$ cat config.mk
export PLATFORM = sky130hd
export DESIGN_NAME = dma_desc_fetch
export DESIGN_NICKNAME = d
export VERILOG_FILES = /design/src/rtl/dma_fetch_pkg.sv /design/src/rtl/desc_mode_check.sv /design/src/rtl/desc_shadow.sv /design/src/rtl/desc_fetch_ctrl.sv /design/src/rtl/dma_desc_fetch.sv
export SDC_FILE = /design/constraint.sdc
export NUM_CORES = 1
export LEC_CHECK = 0
export ABC_CLOCK_PERIOD_IN_PS = 2400
export BUFFER_PORTS_ARGS = -buffer_cell sky130_fd_sc_hd__buf_2
export CAP_MARGIN = 20
export CORE_MARGIN = 10
export CORE_UTILIZATION = 48
export DETAILED_ROUTE_END_ITERATION = 8
export PLACE_DENSITY = 0.82
export SYNTH_ARGS = -nofsm -noshare
export SYNTH_HDL_FRONTEND = slang
export SYNTH_SLANG_ARGS = --single-unit
$ cat constraint.sdc
create_clock -name clk -period 2.4 [get_ports clk]
set_input_delay 0.24 -clock clk [delete_from_list [all_inputs] [get_ports clk]]
set_output_delay 0.24 -clock clk [all_outputs]
set_load 0.005 [all_outputs]
$ cat src/rtl/dma_fetch_pkg.sv
package dma_fetch_pkg;
  localparam int unsigned WORD_W    = 16;
  localparam int unsigned ADDR_W    = 2 * WORD_W;
  localparam int unsigned SLOT_W    = 4;
  localparam int unsigned NUM_SLOTS = 9;
  localparam int unsigned FLOW_LSB  = 12;
  localparam int unsigned NDS_LSB   = 8;
  localparam int unsigned WS_LSB    = 2;

  localparam logic [2:0] FL_STOP  = 3'd0;
  localparam logic [2:0] FL_AUTO  = 3'd1;
  localparam logic [2:0] FL_ARRAY = 3'd4;
  localparam logic [2:0] FL_SMALL = 3'd6;
  localparam logic [2:0] FL_LARGE = 3'd7;

  localparam int unsigned SL_NLO = 0;
  localparam int unsigned SL_NHI = 1;
  localparam int unsigned SL_SLO = 2;
  localparam int unsigned SL_SHI = 3;
  localparam int unsigned SL_CFG = 4;
  localparam int unsigned SL_XC  = 5;
  localparam int unsigned SL_XM  = 6;
  localparam int unsigned SL_YC  = 7;
  localparam int unsigned SL_YM  = 8;

  typedef enum logic [1:0] {MK_NONE, MK_ARRAY, MK_SMALL, MK_LARGE} kind_e;

  function automatic logic [2:0] bytes_of(input logic [1:0] ws);
    case (ws)
      2'b10:   return 3'd4;
      2'b01:   return 3'd2;
      default: return 3'd1;
    endcase
  endfunction

  function automatic logic [SLOT_W-1:0] slot_of(input kind_e k, input logic [SLOT_W-1:0] idx);
    case (k)
      MK_LARGE: return idx;
      MK_SMALL: return (idx == '0) ? SLOT_W'(SL_NLO) : idx + SLOT_W'(1);
      default:  return idx + SLOT_W'(SL_SLO);
    endcase
  endfunction
endpackage

$ cat src/rtl/desc_mode_check.sv
module desc_mode_check
  import dma_fetch_pkg::*;
(
  input  logic              clk,
  input  logic              rst_n,
  input  logic [WORD_W-1:0] cfg,
  output logic              legal,
  output logic [SLOT_W-1:0] nwords,
  output kind_e             kind,
  output logic              from_cur
);
  logic [2:0]        flow;
  logic [SLOT_W-1:0] nds;

  assign flow   = cfg[FLOW_LSB +: 3];
  assign nds    = cfg[NDS_LSB +: SLOT_W];
  assign nwords = nds;

  always_comb begin
    legal    = 1'b0;
    kind     = MK_NONE;
    from_cur = 1'b0;
    case (flow)
      FL_STOP, FL_AUTO: legal = (nds == '0);
      FL_ARRAY: begin
        legal    = (nds != '0) && (nds <= SLOT_W'(7));
        kind     = MK_ARRAY;
        from_cur = 1'b1;
      end
      FL_SMALL: begin
        legal = (nds != '0) && (nds <= SLOT_W'(8));
        kind  = MK_SMALL;
      end
      FL_LARGE: begin
        legal = (nds != '0) && (nds <= SLOT_W'(9));
        kind  = MK_LARGE;
      end
      default: legal = 1'b0;
    endcase
  end

  // an accepted size never exceeds the slot count
  assert_size_bound_R3: assert property (@(posedge clk) disable iff (!rst_n)
    legal |-> (nwords <= SLOT_W'(NUM_SLOTS)));
endmodule

$ cat src/rtl/desc_shadow.sv
module desc_shadow
  import dma_fetch_pkg::*;
(
  input  logic                               clk,
  input  logic                               rst_n,
  input  logic                               load,
  input  logic [NUM_SLOTS-1:0][WORD_W-1:0]   init,
  input  logic                               wr_en,
  input  logic [SLOT_W-1:0]                  wr_slot,
  input  logic [WORD_W-1:0]                  wr_data,
  output logic [NUM_SLOTS-1:0][WORD_W-1:0]   words
);
  for (genvar g = 0; g < NUM_SLOTS; g++) begin : g_slot
    always_ff @(posedge clk or negedge rst_n) begin
      if (!rst_n)                                  words[g] <= '0;
      else if (load)                               words[g] <= init[g];
      else if (wr_en && wr_slot == SLOT_W'(g))     words[g] <= wr_data;
    end
  end

  // a new snapshot never coincides with a descriptor word write
  assert_no_load_mid_R10: assert property (@(posedge clk) disable iff (!rst_n)
    wr_en |-> !load);
endmodule

$ cat src/rtl/desc_fetch_ctrl.sv
module desc_fetch_ctrl
  import dma_fetch_pkg::*;
(
  input  logic              clk,
  input  logic              rst_n,
  input  logic              start,
  input  logic              legal,
  input  logic [SLOT_W-1:0] nwords,
  input  kind_e             kind,
  input  logic [ADDR_W-1:0] base_addr,
  output logic              accept,
  output logic              busy,
  output logic              req_valid,
  input  logic              req_ready,
  output logic [ADDR_W-1:0] req_addr,
  input  logic              rsp_valid,
  output logic              rsp_ready,
  input  logic [WORD_W-1:0] rsp_data,
  output logic              wr_en,
  output logic [SLOT_W-1:0] wr_slot,
  output logic [WORD_W-1:0] wr_data,
  output logic              fin,
  output logic              bad
);
  typedef enum logic [1:0] {S_IDLE, S_REQ, S_WAIT, S_FIN} st_e;

  st_e               state;
  logic [SLOT_W-1:0] idx, cnt;
  kind_e             kind_q;
  logic [ADDR_W-1:0] addr_q;
  logic              bad_q;

  assign accept    = start && (state == S_IDLE) && !bad_q;
  assign busy      = (state != S_IDLE) || bad_q;
  assign req_valid = (state == S_REQ);
  assign req_addr  = addr_q;
  assign rsp_ready = (state == S_WAIT);
  assign wr_en     = rsp_ready && rsp_valid;
  assign wr_slot   = slot_of(kind_q, idx);
  assign wr_data   = rsp_data;
  assign fin       = (state == S_FIN);
  assign bad       = bad_q;

  always_ff @(posedge clk or negedge rst_n) begin
    if (!rst_n) begin
      state  <= S_IDLE;
      idx    <= '0;
      cnt    <= '0;
      kind_q <= MK_NONE;
      addr_q <= '0;
      bad_q  <= 1'b0;
    end else begin
      bad_q <= 1'b0;
      case (state)
        S_IDLE: if (accept) begin
          kind_q <= kind;
          cnt    <= nwords;
          idx    <= '0;
          addr_q <= base_addr;
          if (!legal)              bad_q <= 1'b1;
          else if (nwords == '0)   state <= S_FIN;
          else                     state <= S_REQ;
        end
        S_REQ: if (req_ready) state <= S_WAIT;
        S_WAIT: if (rsp_valid) begin
          idx    <= idx + SLOT_W'(1);
          addr_q <= addr_q + ADDR_W'(2);
          state  <= (idx + SLOT_W'(1) == cnt) ? S_FIN : S_REQ;
        end
        default: state <= S_IDLE;
      endcase
    end
  end

  // a pending request keeps valid and address until accepted
  assert_req_hold_R7: assert property (@(posedge clk) disable iff (!rst_n)
    req_valid && !req_ready |=> req_valid && $stable(req_addr));
  // never a new request while a response is awaited
  assert_one_out_R7: assert property (@(posedge clk) disable iff (!rst_n)
    rsp_ready |-> !req_valid);
  // a rejected combination never reaches the memory port
  assert_bad_nofetch_R3: assert property (@(posedge clk) disable iff (!rst_n)
    accept && !legal |=> !req_valid && bad);
endmodule

$ cat src/rtl/dma_desc_fetch.sv
module dma_desc_fetch
  import dma_fetch_pkg::*;
(
  input  logic        clk,
  input  logic        rst_n,
  input  logic        start,
  input  logic [15:0] cfg_in,
  input  logic [31:0] next_ptr_in,
  input  logic [31:0] cur_desc_in,
  input  logic [31:0] start_addr_in,
  input  logic [15:0] xcnt_in,
  input  logic [15:0] xmod_in,
  input  logic [15:0] ycnt_in,
  input  logic [15:0] ymod_in,
  output logic        req_valid,
  input  logic        req_ready,
  output logic [31:0] req_addr,
  input  logic        rsp_valid,
  output logic        rsp_ready,
  input  logic [15:0] rsp_data,
  output logic        upd_valid,
  output logic [3:0]  upd_slot,
  output logic [15:0] upd_data,
  output logic        busy,
  output logic        done,
  output logic        err,
  output logic [31:0] cur_desc_ptr,
  output logic [31:0] cur_addr,
  output logic [15:0] cur_xcnt,
  output logic [15:0] cur_ycnt,
  output logic [15:0] wk_cfg,
  output logic [15:0] wk_xmod,
  output logic [15:0] wk_ymod,
  output logic [2:0]  elem_bytes
);
  logic              legal, from_cur, accept, fin, bad;
  logic [SLOT_W-1:0] nwords;
  kind_e             kind;
  logic [NUM_SLOTS-1:0][WORD_W-1:0] init, words;

  desc_mode_check u_check (
    .clk(clk), .rst_n(rst_n), .cfg(cfg_in), .legal(legal),
    .nwords(nwords), .kind(kind), .from_cur(from_cur)
  );

  desc_fetch_ctrl u_ctrl (
    .clk(clk), .rst_n(rst_n), .start(start), .legal(legal), .nwords(nwords),
    .kind(kind), .base_addr(from_cur ? cur_desc_in : next_ptr_in),
    .accept(accept), .busy(busy),
    .req_valid(req_valid), .req_ready(req_ready), .req_addr(req_addr),
    .rsp_valid(rsp_valid), .rsp_ready(rsp_ready), .rsp_data(rsp_data),
    .wr_en(upd_valid), .wr_slot(upd_slot), .wr_data(upd_data),
    .fin(fin), .bad(bad)
  );

  always_comb begin
    init         = '0;
    init[SL_NLO] = next_ptr_in[15:0];
    init[SL_NHI] = next_ptr_in[31:16];
    init[SL_SLO] = start_addr_in[15:0];
    init[SL_SHI] = start_addr_in[31:16];
    init[SL_CFG] = cfg_in;
    init[SL_XC]  = xcnt_in;
    init[SL_XM]  = xmod_in;
    init[SL_YC]  = ycnt_in;
    init[SL_YM]  = ymod_in;
  end

  desc_shadow u_shadow (
    .clk(clk), .rst_n(rst_n), .load(accept), .init(init),
    .wr_en(upd_valid), .wr_slot(upd_slot), .wr_data(upd_data), .words(words)
  );

  logic [2:0]  new_bytes;
  logic [2:0]  low_mask;
  logic        misalign;
  logic [31:0] sa_w;

  assign sa_w      = {words[SL_SHI], words[SL_SLO]};
  assign new_bytes = bytes_of(words[SL_CFG][WS_LSB +: 2]);
  assign low_mask  = new_bytes - 3'd1;
  assign misalign  = |(sa_w[2:0] & low_mask);

  always_ff @(posedge clk or negedge rst_n) begin
    if (!rst_n) begin
      done <= 1'b0; err <= 1'b0;
      cur_desc_ptr <= '0; cur_addr <= '0; cur_xcnt <= '0; cur_ycnt <= '0;
      wk_cfg <= '0; wk_xmod <= '0; wk_ymod <= '0; elem_bytes <= '0;
    end else begin
      done <= fin | bad;
      err  <= bad | (fin & misalign);
      if (fin) begin
        cur_desc_ptr <= {words[SL_NHI], words[SL_NLO]};
        cur_addr     <= sa_w;
        cur_xcnt     <= (words[SL_XC] == '0) ? 16'hFFFF : words[SL_XC];
        cur_ycnt     <= (words[SL_YC] == '0) ? 16'hFFFF : words[SL_YC];
        wk_cfg       <= words[SL_CFG];
        wk_xmod      <= words[SL_XM];
        wk_ymod      <= words[SL_YM];
        elem_bytes   <= new_bytes;
      end
    end
  end

  // a clean pass never leaves a zero count
  assert_no_zero_cnt_R9: assert property (@(posedge clk) disable iff (!rst_n)
    done && !err |-> (cur_xcnt != '0) && (cur_ycnt != '0));
  // a clean pass has an aligned current address
  assert_aligned_R8: assert property (@(posedge clk) disable iff (!rst_n)
    done && !err && elem_bytes == 3'd4 |-> cur_addr[1:0] == 2'b00);
  // done is a single-cycle flag
  assert_done_pulse_R2: assert property (@(posedge clk) disable iff (!rst_n)
    done |=> !done);
endmodule

# Word level (Yosys, flattened, before mapping)
# Cells that the tools add are included.
# W data, S select, Z words.
# totals
register_bits,338
input_bits,197
output_inout_bits,205
# op_classes
add_sub_neg,4
n_lt_le_gt_ge,3
eq_ne,24
mux,43
bitwise_logic,4
n_reduce_logical,41
# op_table
cell,count
$mux W16,20
$mux W32,3
$pmux W32 S2,1
$add A32 B2 Y32 const B,1
$logic_not A16 Y1,2
$reduce_bool A2 Y1,11
$eq A4 B3 Y1 const B,4
$pmux W4 S2,2
$logic_and A1 B1 Y1,15
$logic_not A4 Y1,3
$mux W2,6
$mux W4,3
$pmux W2 S3,2
$eq A2 B2 Y1 const B,5
$eq A3 B3 Y1 const B,3
$eq A4 B2 Y1 const B,2
$le A4 B4 Y1 const B,2
$pmux W3 S2,1
$add A4 B1 Y4 const B,1
$add A4 B2 Y4 const B,1
$eq A2 B1 Y1 const B,2
$eq A4 B1 Y1 const B,1
$eq A4 B4 Y1,1
$eq A4 B4 Y1 const B,1
other kinds (20),26

# Logic depth before layout (Yosys ltp)
# depth
word_depth,7
mapped_depth,10
ltp_nobuf,9

# By module
# From an unflattened synthesis, not the netlist that was laid out.
# unflattened
cells_unflattened,1590
hier_area_um2,16492.1
# by_module_without_submodules
mod,n_inst,cells_each,area_per_inst_um2
desc_shadow,1,843,7445.9
dma_desc_fetch,1,374,5983.2
desc_fetch_ctrl,1,357,2951.6
desc_mode_check,1,16,111.4

# Least setup slack after synthesis
# Ideal clock, no wire load.
# synth_timing
kind,flip-flop to flip-flop
startpoint,reg u_ctrl.idx[0]
endpoint,reg u_shadow.words[21] (netlist name)
setup_time_ns,0.082
t_arrival_ns,2.273
setup_slack_ns,0.045
stages_incl_launch_ff,10
cell_sequence,dfrtp_1 > inv_1 > ha_1 > nor2b_1 > o221ai_4 > inv_6 > nor4_4 > buf_6 > nand2_1 > a31oi_1
# synth_via
elab_chain_len,6
elab_cells_between_ends,8
cone_classes,add/sub: 2; eq/ne: 1; mux: 2; reduce/logical: 3
# synth_rtl
element,line_no,rtl
from (decl),desc_fetch_ctrl.sv:28,"logic [SLOT_W-1:0] idx, cnt;"
from (signal assigned),desc_fetch_ctrl.sv:66,idx <= idx + SLOT_W'(1);
$add A4 B1 Y4 or $logic_not A4 Y1 (tied branches),dma_fetch_pkg.sv:39,MK_SMALL: return (idx == '0) ? SLOT_W'(SL_NLO) : idx + SLOT_W'(1);
$mux W4,dma_fetch_pkg.sv:39,
$pmux W4 S2 *,dma_fetch_pkg.sv:37,case (k)
net upd_slot[1],dma_desc_fetch.sv:22,"output logic [3:0] upd_slot,"
$eq A4 B1 Y1 *,desc_shadow.sv:17,else if (wr_en && wr_slot == SLOT_W'(g)) words[g] <= wr_data;
$logic_and A1 B1 Y1 *,desc_shadow.sv:17,
$reduce_bool A2 Y1 (no line) *,-,
"to (signal, indexed assignment)",desc_shadow.sv:16,else if (load) words[g] <= init[g];
"to (signal, indexed assignment)",desc_shadow.sv:17,
to (decl),desc_shadow.sv:11,output logic [NUM_SLOTS-1:0][WORD_W-1:0] words
# The timed path passes the listed nets; every way through them passes the cells marked *.
# A chain may end at the register's enable or synchronous reset.

# Final worst setup path
# layout_timing
startpoint,reg u_ctrl.idx[0]
endpoint,reg u_shadow.words[61] (netlist name)
# layout_via
elab_chain_len,6
elab_cells_between_ends,8
cone_classes,add/sub: 2; eq/ne: 1; mux: 2; reduce/logical: 3
# layout_rtl
element,line_no
$add A4 B1 Y4 or $logic_not A4 Y1 (tied branches),dma_fetch_pkg.sv:39
$mux W4,dma_fetch_pkg.sv:39
$pmux W4 S2 *,dma_fetch_pkg.sv:37
$eq A4 B2 Y1 *,desc_shadow.sv:17
$logic_and A1 B1 Y1 *,desc_shadow.sv:17
$reduce_bool A2 Y1 (no line) *,-
# Mark *: on every way between the ends. The rest lies on a longest branch, timed or not.

==> impl_metrics.yaml <==
clock_tree:
  insertion_delay_ns: 0.53
  cts_max_path_buffers: 3
  cts.sinks: 338
  cts.reportedPaths.clkPinSlew_ns: 0.06
  cts_buffers: 37
  cts_root_buffer: "clkbuf_16"
  cts_tree: "done"
  ctsHtreeMaxLevel: 2
run:
  drv_cap: 0
sta:
  rsz0062_at_grt: "true"
  setup_ws_ns: -0.01470
  relSlewSlack_pct: 50.81
  fin_setup_tns_ns: -0.04936
  min_period_over_period_pct: 100.6
  fin_crit_ns: 2.415
  slew_violations: 0
  skew_ns: 0.01787
  max_freq_mhz: 414.1
  worstMarginPinSlew_ns: 0.7378
  hold_viol_final: 0
  setup_viol: 6
critical_path:
  r2r_slack_ns: -0.01
  start_kind: "register"
  cp.arrival_ns: 2.86
  path_max_fanout: 8
  rr_startpoint: "u_ctrl.idx[0]"
  crit_required_ns: 2.85
  end_kind: "register"
  critPathKind: "reg2reg"
  r2r_cells: 10
  rr_endpoint: "u_shadow.words[61]"
global_route:
  grt-ovfl-total: 0
  grt_pass1_wl_mm: 93.47
  grt_max_degree: 119
  antenna_found_initial: 8
  first_global_vias: 15807
  grt_usage_pct: 28.88
worst_hold_path:
  min_to: "u_shadow.words[66]"
  min_path_type: "in2reg"
  min_path_cells: 3
  min_from: "cfg_in[2]"
die:
  pin_count: 402
  dieArea_mm2: 0.04038
  chipWidth_um: 201.0
  fp.dieH_um: 201.0
  core_region_area_mm2: 0.03245
  row_count: 66
  start_util_pct: 48.43
drt:
  drt_wl_total_mm: 61.47
  drtAntennaViolNets: 0
  via_per_inst: 5.720
  drt_iter0_markers: 1504
  firstDrtPassIters: 7
  drc: 0
  vias: 15879
  post_drt_wl_per_cell_um: 22.14
synthesis:
  avgSynthCellArea_um2: 8.566
  synth-seq-cells: 338
  yosysWarningCount: 0
  synth_area_leaders: "dfrtp_1 (54%), nand2_1 (15%), a21oi_1 (6.8%)"
  synth_top_area_share_pct: 53.81
  syn-num-nets: 2040
  synth_cell_type_count: 62
  synthCells: 1835
  synth_edf_count: 0
  async_reset_ff_share_pct: 100.0
  syn_area_mm2: 0.01572
  yosysTopAreaCell: "dfrtp_1"
  ys.flop_type: "dfrtp_1"
  ys_seq_area_share_pct: 53.81
placement:
  place_congestion: 0.9140
  dpl.hpwl_mm: 39.91
  numPortBuffers: 401
  place_ws_ns: -0.002075
pwr:
  power.switching_w: 0.01124
  pwr-share-comb_pct: 41.2
  power_density_mw_per_mm2: 1342
  intPower_w: 0.01669
  p_sw_share_pct: 40.24
  clkPwrFrac_pct: 21.1
  p_leak_nw: 10.30
  p_seq_share_pct: 37.6
  vdd_drop_max_v: 0.0007207
run_status:
  violations: "negative setup slack"
  status: "finished with violations"
cells_and_area:
  fin_util_pct: 64.15
  drive_above_1_share_pct: 25.97
  area_growth_pct: 32.45
  nets: 2506
-- cells in the final DEF, fill, tap and decap left out, types with 5 or more instances in the layout --
cell type and n:
a21oi_1 206, a21oi_2 16, a31oi_1 60, and3_1 7, buf_12 26, buf_2 400
buf_4 45, clkbuf_1 5, clkbuf_16 42, clkbuf_8 8, clkinv_2 6, dfrtp_1 337
diode_2 8, dlygate4sd3_1 86, ha_1 7, inv_1 14, nand2_1 636, nand2_2 7
nand3_1 42, nand4_1 17, nor2_1 168, nor3_1 5, nor4_1 10, nor4_4 10
o21ai_0 30, o22a_1 39, or3_1 6
-- routing by layer --
layer | GRT usage, % | part of all wire (%)
met1 | 36.22 | 38
met2 | 45.97 | 47
met3 | 7.262 | 9.7
met4 | 13.69 | 4.7
met5 | 0 | 0.011
-- critical path: stages, from the launching register on --
cell       delay, ns
dfrtp_1         0.39
inv_2           0.08
ha_4            0.16
nor3b_4         0.15
or3_4           0.42
a21o_4          0.26
nor4_4          0.30
buf_6           0.17
clkbuf_16       0.17
nand2_2         0.05
a31oi_1         0.18
-- stage by stage --
stage	instance area [um2]	instances	hold WS, ns	power, W
final	20820	2776	0.008795	0.02794
after global routing	20820	2774	0.005125	0.02973
after CTS	20520	2754	0.0004176	0.02747
after detailed placement	18350	2599	0.2849	0.02126
after global placement	18350	2599	0.2722	0.02076
after floorplan	15720	1835	-0.05559	0.01664
-- synth_stat cells (all sizes together), types with 18 or more instances --
cell / instances
a21oi: 222
a31oi: 61
dfrtp: 338
nor2: 170
nand2: 647
inv: 21
nor4: 20
nand3: 44
o22a: 39
o21ai: 31
buf: 61
clkbuf: 76
nand4: 18
-- worst max-delay path by stage --
stage / startpoint / end / slack (ns)
3_5_place_dp: u_ctrl.idx[0] / u_shadow.words[59] / -0.002
2_1_floorplan: u_ctrl.idx[0] / u_shadow.words[21] / 0.05
5_1_grt: u_ctrl.idx[0] / u_shadow.words[136] / -0.14
3_3_place_gp: u_ctrl.idx[0] / u_shadow.words[52] / 0.1
6_report: u_ctrl.idx[0] / u_shadow.words[61] / -0.01
4_1_cts: u_ctrl.idx[0] / u_shadow.words[126] / -0.02
-- layout make-up --
class / instances / area [um2]
antenna: 8 / 20.02
clock buffer: 52 / 1105
clock inverter: 12 / 145.1
fill: 2584 / 11630
inverter: 21 / 91.34
multi-input combinational: 1339 / 6606
sequential: 338 / 8459
tap: 442 / 553.0
timing repair buffer: 563 / 3834
timing repair inverter: 1 / 6.256
-- repair_timing --
| item | 4_1_cts | 5_1_grt |
|---|---|---|
| setup buffers | 5 | 11 |
| hold buffers | 86 | 0 |
| gates resized for setup | 3 | 35 |
| pin swaps | 1 | 36 |
| endpoints found under the hold margin | 158 | 0 |
| endpoints found under the setup margin | 17 | 138 |
| cloned | 0 | 4 |
-- logic make-up after synthesis --
logic type                 count (synthesis)  synth area share [%]
buffers and inverters                    158                 5.198
DFF                                      338                 53.81
AOI/OAI and AO/OA                        382                 14.58
xor gates and xnor gates                   7                0.3900
muxes                                      3                0.1910
adders and majority gates                  8                0.6368
and+or+nand+nor                          939                 25.19
-- sequential cells by signal, summed over array words and instances, names as in the netlist --
register / cells
u_ctrl.bad: 1
u_ctrl.kind_q: 2
err: 1
u_ctrl.idx: 4
u_ctrl.cnt: 4
elem_bytes: 3
cur_addr: 32
cur_xcnt: 16
wk_ymod: 16
cur_desc_ptr: 32
wk_xmod: 16
u_ctrl.req_addr: 32
done: 1
cur_ycnt: 16
u_shadow.words: 144
u_ctrl.state: 2
wk_cfg: 16
-- power by group through the flow --
stage          clock (W)  combinational [W]  sequential (W)
2_1_floorplan          0            0.00645          0.0102
3_3_place_gp           0             0.0104          0.0104
3_5_place_dp           0             0.0108          0.0105
4_1_cts          0.00594             0.0111          0.0104
5_1_grt          0.00618             0.0128          0.0108
6_report         0.00590             0.0115          0.0105
(Power assumes the default switching activity.)
